## src/rtl/cardLinkPkg.sv

```systemverilog
package cardLinkPkg;

  typedef enum logic [2:0] {
    ST_IDLE,
    ST_RX,
    ST_OUT,
    ST_PROC,
    ST_BAD,
    ST_HOLD
  } linkState_e;

  // strobes from control to datapath
  typedef struct packed {
    logic rxClr;
    logic rxSample;
    logic rxCommit;
    logic txLoad;
    logic txShift;
    logic bufClr;
  } dpCtl_t;

endpackage

```

## src/rtl/linkSync.sv

```systemverilog
module linkSync #(
  parameter int STAGES = 2
) (
  input  logic sysClk,
  input  logic sysRstN,
  input  logic cardClk,
  input  logic cardRst,
  input  logic lineIn,
  output logic clkRise,
  output logic clkFall,
  output logic clkHigh,
  output logic lineLevel,
  output logic startEv,
  output logic stopEv,
  output logic rstHigh
);
  localparam int NUM_IN = 3;
  localparam logic [NUM_IN-1:0] REST_VAL = 3'b010; // {rst, line, clk}

  logic [NUM_IN-1:0] rawIn;
  logic [NUM_IN-1:0] synced;
  logic [1:0]        prevQ;

  assign rawIn = {cardRst, lineIn, cardClk};

  genvar g;
  generate
    for (g = 0; g < NUM_IN; g++) begin : gSync
      logic [STAGES-1:0] chain;
      always_ff @(posedge sysClk or negedge sysRstN) begin
        if (!sysRstN) chain <= {STAGES{REST_VAL[g]}};
        else          chain <= {chain[STAGES-2:0], rawIn[g]};
      end
      assign synced[g] = chain[STAGES-1];
    end
  endgenerate

  always_ff @(posedge sysClk or negedge sysRstN) begin
    if (!sysRstN) prevQ <= REST_VAL[1:0];
    else          prevQ <= synced[1:0];
  end

  assign clkHigh   = synced[0];
  assign lineLevel = synced[1];
  assign rstHigh   = synced[2];
  assign clkRise   = synced[0] & ~prevQ[0];
  assign clkFall   = ~synced[0] & prevQ[0];
  assign startEv   = synced[0] & prevQ[0] & prevQ[1] & ~synced[1];
  assign stopEv    = synced[0] & prevQ[0] & ~prevQ[1] & synced[1];

endmodule

```

## src/rtl/linkDatapath.sv

```systemverilog
module linkDatapath
  import cardLinkPkg::*;
#(
  parameter int CMD_BITS = 24,
  parameter int BYTE_W   = 8,
  parameter int CNT_W    = 5
) (
  input  logic                clk,
  input  logic                rstN,
  input  dpCtl_t              ctl,
  input  logic                lineLevel,
  input  logic                byteValid,
  input  logic [BYTE_W-1:0]   byteData,
  output logic [CMD_BITS-1:0] rxWord,
  output logic [CNT_W-1:0]    rxCount,
  output logic                txBit,
  output logic                txByteDone,
  output logic                bufValid
);
  localparam int IDX_W = $clog2(BYTE_W);
  localparam logic [CNT_W-1:0] SAT_CNT  = CNT_W'(CMD_BITS + 1);
  localparam logic [IDX_W-1:0] LAST_IDX = IDX_W'(BYTE_W - 1);

  logic              pend;
  logic              pendBit;
  logic [BYTE_W-1:0] txReg;
  logic [IDX_W-1:0]  txIdx;
  logic [BYTE_W-1:0] bufReg;

  always_ff @(posedge clk or negedge rstN) begin
    if (!rstN) begin
      rxWord   <= '0;
      rxCount  <= '0;
      pend     <= 1'b0;
      pendBit  <= 1'b0;
      txReg    <= '1;
      txIdx    <= '0;
      bufReg   <= '0;
      bufValid <= 1'b0;
    end else begin
      // receive: sample on rise, count on the following fall
      if (ctl.rxClr) begin
        rxWord  <= '0;
        rxCount <= '0;
        pend    <= 1'b0;
      end else if (ctl.rxSample) begin
        pend    <= 1'b1;
        pendBit <= lineLevel;
      end else if (ctl.rxCommit && pend) begin
        rxWord <= {pendBit, rxWord[CMD_BITS-1:1]};
        if (rxCount != SAT_CNT) rxCount <= rxCount + CNT_W'(1);
        pend <= 1'b0;
      end
      // transmit shifter, LSB first
      if (ctl.txLoad) begin
        txReg <= bufReg;
        txIdx <= '0;
      end else if (ctl.txShift) begin
        txReg <= {1'b1, txReg[BYTE_W-1:1]};
        txIdx <= txIdx + IDX_W'(1);
      end
      // single-entry prefetch buffer
      if (byteValid) begin
        bufReg   <= byteData;
        bufValid <= 1'b1;
      end else if (ctl.txLoad || ctl.bufClr) begin
        bufValid <= 1'b0;
      end
    end
  end

  assign txBit      = txReg[0];
  assign txByteDone = (txIdx == LAST_IDX);

  // a byte is moved into the shifter only after it was delivered
  assert_load_ready_R8: assert property (@(posedge clk) disable iff (!rstN)
    ctl.txLoad |-> bufValid);

endmodule

```

## src/rtl/linkControl.sv

```systemverilog
module linkControl
  import cardLinkPkg::*;
#(
  parameter int CMD_BITS  = 24,
  parameter int LEN_W     = 9,
  parameter int CNT_W     = 5,
  parameter int ATR_BYTES = 4,
  parameter int BAD_FALLS = 8
) (
  input  logic             clk,
  input  logic             rstN,
  input  logic             clkRise,
  input  logic             clkFall,
  input  logic             clkHigh,
  input  logic             startEv,
  input  logic             stopEv,
  input  logic             rstHigh,
  input  logic [CNT_W-1:0] rxCount,
  input  logic             txBit,
  input  logic             txByteDone,
  input  logic             replyOut,
  input  logic [LEN_W-1:0] replyBytes,
  input  logic             procDone,
  output dpCtl_t           ctl,
  output logic             cmdValid,
  output logic             frameErr,
  output logic             byteReq,
  output logic             atrFetch,
  output logic             lineOe
);
  localparam int FALL_W = $clog2(BAD_FALLS + 1);
  localparam logic [FALL_W-1:0] LAST_FALL = FALL_W'(BAD_FALLS - 1);
  localparam logic [CNT_W-1:0]  FULL_CNT  = CNT_W'(CMD_BITS);

  linkState_e        state, stateN;
  logic [LEN_W-1:0]  bytesLeft, bytesLeftN;
  logic [FALL_W-1:0] fallCnt, fallCntN;
  logic outActive, outActiveN;
  logic lowYet, lowYetN;
  logic doneSeen, doneSeenN;
  logic atrMode, atrModeN;
  logic cmdValidN, frameErrN, byteReqN;
  logic abortEv;

  assign abortEv = rstHigh & ~clkHigh;

  always_comb begin
    stateN     = state;
    bytesLeftN = bytesLeft;
    fallCntN   = fallCnt;
    outActiveN = outActive;
    lowYetN    = lowYet;
    doneSeenN  = doneSeen;
    atrModeN   = atrMode;
    cmdValidN  = 1'b0;
    frameErrN  = 1'b0;
    byteReqN   = 1'b0;
    ctl        = '0;
    if (abortEv) begin
      stateN     = ST_HOLD;
      outActiveN = 1'b0;
      lowYetN    = 1'b0;
      doneSeenN  = 1'b0;
      atrModeN   = 1'b0;
      ctl.rxClr  = 1'b1;
      ctl.bufClr = 1'b1;
    end else begin
      case (state)
        ST_HOLD: begin
          if (!rstHigh) begin
            stateN     = ST_OUT;
            bytesLeftN = LEN_W'(ATR_BYTES);
            atrModeN   = 1'b1;
            outActiveN = 1'b0;
            byteReqN   = 1'b1;
          end
        end
        ST_IDLE: begin
          if (startEv) begin
            stateN    = ST_RX;
            ctl.rxClr = 1'b1;
          end
        end
        ST_RX: begin
          if (startEv) begin
            ctl.rxClr = 1'b1;
          end else if (stopEv) begin
            if (rxCount == FULL_CNT) begin
              cmdValidN = 1'b1;
              if (replyOut) begin
                stateN     = ST_OUT;
                bytesLeftN = replyBytes;
                atrModeN   = 1'b0;
                outActiveN = 1'b0;
                byteReqN   = (replyBytes != '0);
              end else begin
                stateN    = ST_PROC;
                lowYetN   = 1'b0;
                doneSeenN = 1'b0;
              end
            end else begin
              frameErrN = 1'b1;
              stateN    = ST_BAD;
              fallCntN  = '0;
              lowYetN   = 1'b0;
            end
          end else if (clkRise) begin
            ctl.rxSample = 1'b1;
          end else if (clkFall) begin
            ctl.rxCommit = 1'b1;
          end
        end
        ST_OUT: begin
          if (clkFall) begin
            if ((!outActive || txByteDone) && (bytesLeft != '0)) begin
              ctl.txLoad = 1'b1;
              outActiveN = 1'b1;
              bytesLeftN = bytesLeft - LEN_W'(1);
              byteReqN   = (bytesLeft > LEN_W'(1));
            end else if (outActive && !txByteDone) begin
              ctl.txShift = 1'b1;
            end else begin
              stateN     = ST_IDLE;
              outActiveN = 1'b0;
              atrModeN   = 1'b0;
            end
          end
        end
        ST_PROC: begin
          doneSeenN = doneSeen | procDone;
          if (clkFall) begin
            if (!lowYet) begin
              lowYetN = 1'b1;
            end else if (doneSeen || procDone) begin
              stateN  = ST_IDLE;
              lowYetN = 1'b0;
            end
          end
        end
        ST_BAD: begin
          if (clkFall) begin
            lowYetN  = 1'b1;
            fallCntN = fallCnt + FALL_W'(1);
            if (fallCnt == LAST_FALL) begin
              stateN  = ST_IDLE;
              lowYetN = 1'b0;
            end
          end
        end
        default: stateN = ST_IDLE;
      endcase
    end
  end

  always_ff @(posedge clk or negedge rstN) begin
    if (!rstN) begin
      state     <= ST_IDLE;
      bytesLeft <= '0;
      fallCnt   <= '0;
      outActive <= 1'b0;
      lowYet    <= 1'b0;
      doneSeen  <= 1'b0;
      atrMode   <= 1'b0;
      cmdValid  <= 1'b0;
      frameErr  <= 1'b0;
      byteReq   <= 1'b0;
    end else begin
      state     <= stateN;
      bytesLeft <= bytesLeftN;
      fallCnt   <= fallCntN;
      outActive <= outActiveN;
      lowYet    <= lowYetN;
      doneSeen  <= doneSeenN;
      atrMode   <= atrModeN;
      cmdValid  <= cmdValidN;
      frameErr  <= frameErrN;
      byteReq   <= byteReqN;
    end
  end

  assign atrFetch = atrMode;
  assign lineOe   = ((state == ST_OUT) && outActive && !txBit) ||
                    (((state == ST_PROC) || (state == ST_BAD)) && lowYet);

  // the line moves only after a falling clock edge or an abort
  assert_line_on_fall_R3: assert property (@(posedge clk) disable iff (!rstN)
    !$stable(lineOe) |-> ($past(clkFall) || $past(abortEv)));

  // a command is only reported right after a stop condition
  assert_cmd_after_stop_R2: assert property (@(posedge clk) disable iff (!rstN)
    cmdValid |-> $past(stopEv));

  // a length error always leads into the fixed busy phase
  assert_bad_enters_busy_R4: assert property (@(posedge clk) disable iff (!rstN)
    frameErr |-> (state == ST_BAD));

  // no frame can open while output or busy phases run
  assert_start_ignored_R5: assert property (@(posedge clk) disable iff (!rstN)
    ((state == ST_OUT || state == ST_PROC || state == ST_BAD) && startEv && !abortEv)
    |=> (state != ST_RX));

  // the busy level holds until done has been seen
  assert_proc_hold_R6: assert property (@(posedge clk) disable iff (!rstN)
    ((state == ST_PROC) && lowYet && !doneSeen && !procDone && !abortEv) |=> lineOe);

endmodule

```

## src/rtl/cardLinkFront.sv

```systemverilog
module cardLinkFront
  import cardLinkPkg::*;
#(
  parameter int CMD_BITS    = 24,
  parameter int BYTE_W      = 8,
  parameter int LEN_W       = 9,
  parameter int ATR_BYTES   = 4,
  parameter int BAD_FALLS   = 8,
  parameter int SYNC_STAGES = 2
) (
  input  logic                sysClk,
  input  logic                sysRstN,
  input  logic                cardClk,
  input  logic                cardRst,
  input  logic                lineIn,
  output logic                lineOe,
  output logic                cmdValid,
  output logic [CMD_BITS-1:0] cmdWord,
  output logic                frameErr,
  input  logic                replyOut,
  input  logic [LEN_W-1:0]    replyBytes,
  input  logic                procDone,
  output logic                byteReq,
  output logic                atrFetch,
  input  logic                byteValid,
  input  logic [BYTE_W-1:0]   byteData
);
  localparam int CNT_W = $clog2(CMD_BITS + 2);

  logic clkRise, clkFall, clkHigh, lineLevel, startEv, stopEv, rstHigh;
  logic txBit, txByteDone, bufValid;
  logic [CNT_W-1:0] rxCount;
  dpCtl_t ctl;

  linkSync #(.STAGES(SYNC_STAGES)) u_sync (
    .sysClk(sysClk), .sysRstN(sysRstN), .cardClk(cardClk), .cardRst(cardRst),
    .lineIn(lineIn), .clkRise(clkRise), .clkFall(clkFall), .clkHigh(clkHigh),
    .lineLevel(lineLevel), .startEv(startEv), .stopEv(stopEv), .rstHigh(rstHigh)
  );

  linkDatapath #(.CMD_BITS(CMD_BITS), .BYTE_W(BYTE_W), .CNT_W(CNT_W)) u_dp (
    .clk(sysClk), .rstN(sysRstN), .ctl(ctl), .lineLevel(lineLevel),
    .byteValid(byteValid), .byteData(byteData), .rxWord(cmdWord),
    .rxCount(rxCount), .txBit(txBit), .txByteDone(txByteDone), .bufValid(bufValid)
  );

  linkControl #(.CMD_BITS(CMD_BITS), .LEN_W(LEN_W), .CNT_W(CNT_W),
                .ATR_BYTES(ATR_BYTES), .BAD_FALLS(BAD_FALLS)) u_ctl (
    .clk(sysClk), .rstN(sysRstN), .clkRise(clkRise), .clkFall(clkFall),
    .clkHigh(clkHigh), .startEv(startEv), .stopEv(stopEv), .rstHigh(rstHigh),
    .rxCount(rxCount), .txBit(txBit), .txByteDone(txByteDone),
    .replyOut(replyOut), .replyBytes(replyBytes), .procDone(procDone),
    .ctl(ctl), .cmdValid(cmdValid), .frameErr(frameErr), .byteReq(byteReq),
    .atrFetch(atrFetch), .lineOe(lineOe)
  );

endmodule

```

## config.mk

```make
export PLATFORM = sky130hd
export DESIGN_NAME = cardLinkFront
export DESIGN_NICKNAME = d
export VERILOG_FILES = /design/src/rtl/cardLinkPkg.sv /design/src/rtl/linkSync.sv /design/src/rtl/linkDatapath.sv /design/src/rtl/linkControl.sv /design/src/rtl/cardLinkFront.sv
export SDC_FILE = /design/constraint.sdc
export NUM_CORES = 1
export LEC_CHECK = 0
export CAP_MARGIN = 20
export CELL_PAD_IN_SITES_DETAIL_PLACEMENT = 1
export CELL_PAD_IN_SITES_GLOBAL_PLACEMENT = 1
export CORE_ASPECT_RATIO = 1.2
export CORE_MARGIN = 8
export CORE_UTILIZATION = 43
export DETAILED_ROUTE_END_ITERATION = 7
export PLACE_DENSITY_LB_ADDON = 0.1
export SETUP_SLACK_MARGIN = 0.05
export SYNTH_ARGS = -nofsm -noshare
export SYNTH_HDL_FRONTEND = slang
export SYNTH_SLANG_ARGS = --single-unit
export TNS_END_PERCENT = 100
```

## constraint.sdc

```tcl
create_clock -name sysClk -period 2.6 [get_ports sysClk]
set_clock_uncertainty 0.15 [all_clocks]
set_input_delay 0.26 -clock sysClk [delete_from_list [all_inputs] [get_ports sysClk]]
set_output_delay 0.26 -clock sysClk [all_outputs]
set_load 0.03 [all_outputs]
```

Yosys cells after proc, flatten, opt, wreduce, memory -nomap -nowiden
Cells that the tools add are included.
{"block": "classes", "add_sub_neg": 4, "n_mul": 0, "div": 0, "n_lt_le_gt_ge": 1, "n_eq_ne": 36, "shift": 0, "n_mux": 108, "n_bitwise": 15, "reduce_logical": 36}
{"operator": "24-bit 2-to-1 mux", "n": 3}
{"operator": "9-bit 2-to-1 mux", "n": 7}
{"operator": "1-bit 2-to-1 mux", "n": 58}
{"operator": "3-bit 2-to-1 mux", "n": 16}
{"operator": "3-bit by 2-bit != test with 1-bit output (second input constant)", "n": 11}
{"operator": "9-bit one-hot mux with 3 select lines", "n": 1}
{"operator": "4-bit 2-to-1 mux", "n": 5}
{"operator": "5-bit 2-to-1 mux", "n": 4}
{"operator": "3-bit one-hot mux with 6 select lines", "n": 1}
{"operator": "9-bit AND reduction", "n": 2}
{"operator": "9-bit nonzero test", "n": 2}
{"operator": "8-bit 2-to-1 mux", "n": 2}
{"operator": "2-bit != test (second input constant)", "n": 7}
{"operator": "3-bit by 1-bit != test with 1-bit output (second input constant)", "n": 4}
{"operator": "1-bit one-hot mux with 3 select lines", "n": 4}
{"operator": "12-bit AND reduction", "n": 1}
{"operator": "6-bit AND reduction", "n": 2}
{"operator": "2-bit 2-to-1 mux", "n": 5}
{"operator": "3-bit equality test (second input constant)", "n": 3}
{"operator": "9-bit by 1-bit > comparator with 1-bit output (second input constant)", "n": 1}
{"operator": "3-bit nonzero test", "n": 3}
{"operator": "9-bit by 1-bit subtractor with 9-bit output (second input constant)", "n": 1}
{"operator": "1-bit AND", "n": 8}
{"operator": "4-bit one-hot mux with 2 select lines", "n": 1}
{"operator": "25 further kinds", "n": 48}
{"block": "word_totals", "register_bits": 81, "latch_bits": 0, "ram_bits": 0, "mem_bits_ro": 0, "in_bits": 25, "out_inout_bits": 29, "word_cells": 221, "mem_count": 0}

Logic depth before layout (Yosys ltp)
Gate-level depths: netlist of run 1.
{"block": "logic_depth", "depth_word": 12, "mapped_depth": 8, "depth_no_buf": 7}

Modules after synthesis
A second synthesis of run 1 with hierarchy kept.
{"block": "unflattened", "hier_cells": 422, "hier_area_um2": 4155.2}
{"mod": "linkDatapath", "instances": 1, "cells_per_inst": 209, "area_per_inst_um2": 2172.1, "seq_area_each_um2": 1286.2}
{"mod": "linkControl", "instances": 1, "cells_per_inst": 201, "area_per_inst_um2": 1746.7, "seq_area_each_um2": 575.6}
{"mod": "linkSync", "instances": 1, "cells_per_inst": 12, "area_per_inst_um2": 236.5, "seq_area_each_um2": 203.9}

Worst setup path after synthesis of run 1
No wires, ideal clock.
{"block": "synth_timing", "path_type": "reg-to-reg", "start": "register u_dp.txIdx[0]", "end": "register u_ctl.state[1]", "setup_time_ns": 0.125, "t_arrival_ns": 1.893, "required_time_ns": 2.325, "path_slack_ns": 0.432, "stages_incl_launch_ff": 7, "synth_period_minus_slack_ns": 2.168, "cell_sequence": "dfrtp_1 > ha_1 > ha_1 > or2b_1 > and3_4 > nor4_4 > mux2_4"}
{"block": "synth_via", "elab_chain_cells": 5, "word_cells_on_any_way": 8, "classes_between": "eq/ne (3); reduce/logical (5)"}
{"element": "start, declared", "line": "linkDatapath.sv:27", "source": "logic [IDX_W-1:0] txIdx;"}
{"element": "start signal, assigned", "line": "linkDatapath.sv:60", "source": "txIdx <= txIdx + IDX_W'(1);"}
{"element": "3-bit equality test (*)", "line": "linkDatapath.sv:73", "source": "assign txByteDone = (txIdx == LAST_IDX);"}
{"element": "1-bit logical OR or 1-bit zero test (tied branches)", "line": "linkControl.sv:115, linkControl.sv:120"}
{"element": "1-bit logical AND, on equally long branches", "line": "linkControl.sv:115, linkControl.sv:120"}
{"element": "3-bit by 2-bit != test with 1-bit output (no line)"}
{"element": "12-bit AND reduction (no line) (*)"}
{"element": "end signal, assigned", "line": "linkControl.sv:168", "source": "state <= stateN;"}
{"element": "end, declared", "line": "linkControl.sv:35", "source": "linkState_e state, stateN;"}
Mark *: on every way between the ends. The rest lies on a longest branch, timed or not.
A chain may end at the register's enable or synchronous reset.

Final worst setup path of run 1
{"block": "layout_timing", "start": "register u_ctl.state[0]", "end": "register u_dp.txReg[0]"}
{"block": "layout_via", "elab_chain_cells": 4, "word_cells_on_any_way": 5, "classes_between": "eq/ne (1); mux (3); reduce/logical (1)"}
{"element": "3-bit by 2-bit equality test with 1-bit output (*)", "line": "linkControl.sv:68", "source": "case (state)"}
{"element": "2-bit 2-to-1 mux (*)", "line": "linkControl.sv:68"}
{"element": "4-bit 2-to-1 mux (*)", "line": "linkControl.sv:59", "source": "if (abortEv) begin"}
{"element": "8-bit 2-to-1 mux or 2-bit nonzero test (tied branches)"}
{"element": "end signal, assigned", "line": "linkDatapath.sv:56", "source": "txReg <= bufReg;"}
{"element": "end signal, assigned", "line": "linkDatapath.sv:59", "source": "txReg <= {1'b1, txReg[BYTE_W-1:1]};"}
{"element": "end, declared", "line": "linkDatapath.sv:26", "source": "logic [BYTE_W-1:0] txReg;"}
Marks and branches as above.

==> flow_metrics.tcl, run 1 <==
set metrics [dict create \
    die_h_um 121 \
    crit_family "simple AND/OR/NAND/NOR gates" \
    seq_area_frac_synth_pct 51.2 \
    postRouteAntennaNets 0 \
    peakVddDrop_mv 0.319 \
    cts-buffers-inserted 9 \
    synth-edff-count 0 \
    yosys.area.top_type "dfrtp_1" \
    outcome "finished clean" \
    synth_top_area_share_pct 44.0 \
    hp-class "in -> reg" \
    seq_area_sq_um 2040 \
    tns_ns 0 \
    synthTopCellsByCount "dfrtp_1, nand2_1, a21oi_1" \
    fin_crit_ns 2.38 \
    ys_seq_elements 81 \
    clockRootBuffer "clkbuf_8" \
    place_ws_ns 0.143 \
    worstSetupEndpointType "register" \
    required_ns 2.73 \
    grt-ovfl-total 0 \
    core_area_sq_um 9030 \
    postCtsSetupRepairBufs 0 \
    synth-simple-area-share_pct 20.0 \
    cts_num_sinks 81 \
    synth_ff_type "dfrtp_1" \
    synth_cell_types 55 \
    crit_chain "buf_4 > or3b_1 > nor3_1 > nand2_1 > nor2_1 > mux2i_1" \
    synth_compound_area_share_pct 14.5 \
    maxCapViolCount 0 \
    antenna_found_initial 0 \
    cp_data_arrival_time_ns 2.51 \
    synth_top_family_by_area "simple AND/OR/NAND/NOR gates" \
    drc 0 \
    hold_end "u_sync.gSync[1].chain[0]" \
    fp.dieW_um 104 \
    fin_cells 593 \
    critPathMaxStageDelay_ns 0.49 \
    wire_per_inst_um 16.8 \
    grt_setup_unrepaired "no" \
    layout.nets 502 \
    syn_area_sq_um 3990 \
    synthCells 404 \
    via_count 3215 \
    ios 54 \
    placedCellCount 576 \
    grt_max_degree 45 \
    yosys_warnings 0 \
    dpl.hpwl_um 7220 \
    yosysMostFrequentCell "dfrtp_1" \
    r2r_end "u_dp.txReg[0]" \
    finalCoreUtilization_pct 54.6 \
    worst_slack_ns 0.217 \
    portBuffers 53 \
    grtUsageTotal_pct 17.0 \
    start_util_pct 44.1 \
    finalCritPeriodShare_pct 91.7 \
    drt-initial-drc-count 130 \
    die-area_sq_um 12600 \
    insertion_delay_ns 0.35 \
    multi_input_area_sq_um 1820 \
    path_clk_slew_ns 0.08 \
    area_growth_pct 23.7 \
    path_buf_inv 1 \
    crit_slowest_cell "or3b_1" \
    synth.area.mux_share_pct 6.19 \
    holdPathStages 1 \
    layout-drive-gt1-share_pct 14.2 \
    synth_area_per_cell_sq_um 9.86 \
    p_leak_nw 2.06 \
    drt_wl_total_um 9970 \
    crit_type "reg -> reg" \
    hold_viol_final 0 \
    place.gp.congestion 0.801 \
    drtPass1Iterations 4 \
    p_per_area_nw_per_um2 796 \
    setup_viol 0 \
    num-fill-cells 1054 \
    clockBufferDepth 2 \
    rr_startpoint "u_ctl.state[0]" \
    slew_headroom_pct 59.9 \
    crit_path_max_fanout 16 \
    diodes 0 \
    yosys-top-cells-area "dfrtp_1, dfstp_2, nand2_1, a21oi_1, nor2_1" \
    grt_pass1_vias 3544 \
    ff2ff_setup_slack_ns 0.22 \
    cts_tree "yes" \
    cp-start-kind "register" \
    r2r_cells 6 \
    synth_nets 438 \
    routed_via_density 5.42 \
    grt_pass1_wl_um 17500 \
    ys_async_sr_fraction_pct 100 \
    hp-start "lineIn" \
    cts_max_level 3 \
    tightest_slew_ns 0.602 \
    synthAdderAreaFrac_pct 2.83 \
    rows 38 \
    synthXorXnorAreaFrac_pct 1.54 \
    fmax_mhz 420 \
    drv_slew 0 \
]
==> sequential cells by signal, summed over array words and instances, names as in the netlist, 2 cells and up <==
signal              count
u_sync.prevQ            2
u_ctl.bytesLeft         9
u_ctl.state             3
u_sync.gSync.chain      6
u_dp.bufReg             8
u_dp.txIdx              3
u_dp.rxWord            24
u_ctl.fallCnt           4
u_dp.txReg              8
u_dp.rxCount            5
==> stage by stage <==
| step | power (mW) | hold slack, ns | cell area (sq um) |
|---|---|---|---|
| after CTS | 3.96 | 0.176 | 4920 |
| after global routing | 4.20 | 0.172 | 4930 |
| after detailed placement | 3.00 | 0.164 | 4710 |
| after floorplan | 2.60 | -0.186 | 3990 |
| final | 3.93 | 0.188 | 4930 |
| after global placement | 2.95 | 0.163 | 4710 |
==> layer usage <==
layer	share of wire [%]	GRT usage, %	vias up
met5	0	0	-
met3	3.2	3.72	14
li1	-	-	1539
met4	1.8	6.80	0
met1	46	20.7	1612
met2	49	28.8	50
==> area by class of cell <==
class                      count  share of cell area (%)
sequential                    81                    41.4
clock buffer                  12                    2.94
timing repair buffer          73                    14.0
inverter                       9                   0.685
tap                          120                    3.05
clock inverter                 4                    1.07
multi-input combinational    294                    36.8
==> how the worst max path moves through the flow <==
stage	start	cells after the start	endpoint	slack, ns
2_1_floorplan	u_dp.txIdx[0]	6	u_ctl.state[1]	0.43
3_3_place_gp	u_ctl.state[2]	4	u_ctl.bytesLeft[8]	0.23
3_5_place_dp	u_ctl.state[2]	4	u_ctl.bytesLeft[3]	0.14
4_1_cts	u_ctl.state[2]	4	u_ctl.bytesLeft[3]	0.09
5_1_grt	u_ctl.state[0]	6	u_dp.txReg[0]	0.07
6_report	u_ctl.state[0]	6	u_dp.txReg[0]	0.22
==> where the power goes <==
part           internal, mW  leakage (nW)  switching, mW
sequential             1.52          1.04          0.197
clock                 0.473         0.101          0.462
combinational         0.537         0.914          0.737
total                  2.53          2.06           1.40
==> timing repair <==
item	CTS	global route
endpoints found under the setup margin	1	9
resized for setup	2	1
hold buffers	1	0
endpoints found under the hold margin	41	0
==> kinds of logic (layout without fill, tap and decap cells) <==
group | Yosys count | after routing
AOI/OAI and AO/OA | 96 | 96
xor gates and xnor gates | 7 | 7
adders and majority gates | 9 | 9
buffers and inverters | 29 | 98
DFF | 81 | 81
muxes | 23 | 23
and+or+nand+nor | 159 | 159
==> placed cells by master, fill, tap and decap left out, types with 6 or more instances in the layout <==
master,n
nor2_1,42
nand2_1,63
mux2i_1,13
o31ai_1,6
a21oi_1,46
nand3_1,6
clkdlybuf4s50_1,51
clkbuf_8,10
mux2_2,9
ha_1,9
inv_1,9
nor3_1,9
nor2b_1,6
dfrtp_1,70
nand2b_1,7
dfstp_2,11
buf_4,19
o21ai_0,17
==> worst register-to-register path: stages, from the launching register on <==
cell,delay [ns]
dfrtp_1,0.38
buf_4,0.20
or3b_1,0.50
nor3_1,0.43
nand2_1,0.13
nor2_1,0.29
mux2i_1,0.23
No activity file was read; power rests on OpenSTA's default activity.
==> run 2: changes to the inputs <==
--- a/config.mk
+++ b/config.mk
@@ -5,12 +5,12 @@
 export SDC_FILE = /design/constraint.sdc
 export NUM_CORES = 1
 export LEC_CHECK = 0
-export CAP_MARGIN = 20
+export CAP_MARGIN = 5
 export CELL_PAD_IN_SITES_DETAIL_PLACEMENT = 1
 export CELL_PAD_IN_SITES_GLOBAL_PLACEMENT = 1
 export CORE_ASPECT_RATIO = 1.2
 export CORE_MARGIN = 8
-export CORE_UTILIZATION = 43
+export CORE_UTILIZATION = 46
 export DETAILED_ROUTE_END_ITERATION = 7
 export PLACE_DENSITY_LB_ADDON = 0.1
 export SETUP_SLACK_MARGIN = 0.05
==> constraint.sdc (replaced) <==
create_clock -name sysClk -period 2.8 [get_ports sysClk]
set_clock_uncertainty 0.15 [all_clocks]
set_input_delay 0.28 -clock sysClk [delete_from_list [all_inputs] [get_ports sysClk]]
set_output_delay 0.28 -clock sysClk [all_outputs]
set_load 0.03 [all_outputs]
==> run 2 against run 1 <==
Net effect:
- worst hold slack lost 0.010 ns
- critical path type is now reg -> out
- cell count decreased by 0.84%
- power fell by 5.1%
- critical path depth is 2 lower
- critical endpoint is now lineOe
- combinational power down 8%
- clock power up 2.1%
- largest power group unchanged
==> flow_metrics.tcl, run 2 (synthesis gave the netlist of run 1 again) <==
set metrics [dict create \
    fmax_mhz 380 \
    setup_viol 0 \
    top_regs "u_dp.rxWord (24), u_ctl.bytesLeft (9)" \
    holdPathStages 1 \
    internal_power_mw 2.40 \
    crit_chain "buf_4 > or2b_2 > o21ai_0 > clkdlybuf4s50_1" \
    grt_pass1_vias 3573 \
    peakVddDrop_mv 0.312 \
    drv_slew 0 \
    final_common_cell "dfrtp_1" \
    core_area_sq_um 8520 \
    antenna_found_initial 0 \
    die_h_um 118 \
    wire_per_inst_um 17.4 \
    switching_share_pct 35.6 \
    crit_cells 4 \
    clockBufferDepth 2 \
    mostFrequentLayoutCells "dfrtp_1, nand2_1, clkdlybuf4s50_1, a21oi_1, nor2_1" \
    tns_ns 0 \
    critPathMaxStageDelay_ns 0.69 \
    hold_viol_final 0 \
    grt_setup_unrepaired "no" \
    switchingPower_mw 1.33 \
    largest_reg_flops 24 \
    grtUsageTotal_pct 18.3 \
    required_ns 2.37 \
    cts-buffers-inserted 9 \
    tightest_slew_ns 0.931 \
    grt-busiest-layer "met2" \
    drt-initial-drc-count 119 \
    cp_data_arrival_time_ns 2.20 \
    grt-ovfl-total 0 \
    die-area_sq_um 11900 \
    path_buf_inv 2 \
    slew_headroom_pct 37.9 \
    p_leak_nw 2.04 \
    cts_tree "yes" \
    fp.dieW_um 101 \
    start_util_pct 46.8 \
    place.gp.congestion 0.801 \
    pwr-share-clk_pct 25.6 \
    grt_pass1_wl_um 17500 \
    path_clk_slew_ns 0.09 \
    crit_slowest_cell "clkdlybuf4s50_1" \
    cp-start-kind "register" \
    fin_cells 588 \
    clockRootBuffer "clkbuf_8" \
    drc 0 \
    hp-class "in -> reg" \
    worstSetupEndpointType "primary output" \
    grt_max_degree 82 \
    crit_type "reg -> out" \
    drtPass1Iterations 4 \
    r2r_cells 4 \
    ios 54 \
    maxCapViolCount 0 \
    insertion_delay_ns 0.37 \
    postRouteAntennaNets 0 \
    regMostFlops "u_dp.rxWord" \
    placedCellCount 571 \
    routed_via_density 5.52 \
    cts_max_level 3 \
    fin_crit_ns 2.63 \
    layout.nets 500 \
    power_frac_comb_pct 31.4 \
    p_per_area_nw_per_um2 758 \
    area_growth_pct 23.5 \
    drt_wl_total_um 10300 \
    portBuffers 53 \
    crit_path_max_fanout 9 \
    via_count 3244 \
    crit_family "buffers and inverters" \
    cts_num_sinks 81 \
    p_seq_share_pct 43.0 \
    diodes 0 \
    layout-drive-gt1-share_pct 13.6 \
    rows 37 \
    dpl.hpwl_um 7230 \
    grt_use_met3_pct 4.44 \
    grt_use_met2_pct 29.0 \
    finalCritPeriodShare_pct 93.9 \
    use_met1_pct 23.0 \
    outcome "finished clean" \
]
==> run 2: final timing paths <==
kind	end	start	slack [ns]
max reg2reg	u_ctl.bytesLeft[3]	u_ctl.state[2]	0.26
min	u_sync.gSync[1].chain[0]	lineIn	0.18
max in group asynchronous	u_dp.txReg[6]	sysRstN	1.79
min in group asynchronous	u_ctl.doneSeen	sysRstN	0.33
max	lineOe	u_ctl.state[2]	0.17
min reg2reg	u_sync.gSync[0].chain[1]	u_sync.gSync[0].chain[0]	0.21
==> run 2: repair_timing <==
item | CTS | global route
buffers inserted | 0 | 0
hold buffers | 1 | 0
hold endpoints to repair | 70 | 0
resized for setup | 1 | 0
endpoints found under the setup margin | 1 | 0
==> run 2: cell type report <==
class                   count  area [sq um]
inverters                   9          33.8
repair buffers             71           678
flip-flops and latches     81          2040
fillers                   975          3600
well taps                 117           146
clock buffers              11           131
multi-input cells         294          1810
clock inverters             5          80.1
==> run 2: power by group through the flow <==
stage / Sequential (mW) / Combinational [mW] / Clock, mW
2_1_floorplan: 1.59 / 0.828 / 0
3_3_place_gp: 1.61 / 1.11 / 0
3_5_place_dp: 1.63 / 1.16 / 0
4_1_cts: 1.60 / 1.17 / 0.968
5_1_grt: 1.64 / 1.30 / 1.02
6_report: 1.60 / 1.17 / 0.955
==> run 2: through the flow <==
stage,worst slack [ns],instance area [sq um],util [%],power [mW],hold slack (ns)
floorplan,0.632,3990,-,2.42,-0.166
CTS,0.159,4920,57.8,3.74,0.163
detailed placement,0.296,4690,55.1,2.78,0.189
global route,0.107,4920,57.8,3.95,0.154
finish,0.172,4920,57.8,3.73,0.178
global placement,0.397,4690,55.1,2.72,0.182
==> run 2: worst reg2reg max path, delay by kind of cell, from the launching register on <==
family / cells / cell delay, ns
DFF: 1 / 0.48
and+or+nand+nor: 2 / 0.91
AOI/OAI and AO/OA: 2 / 0.88
==> run 2: routing by layer <==
metal  wire (um)  part of all wire (%)  vias up
li1            -                     -     1537
met1        4620                    45     1625
met2        4960                    48       60
met3         416                   4.1       22
met4         244                   2.4        0
met5           0                     0        -
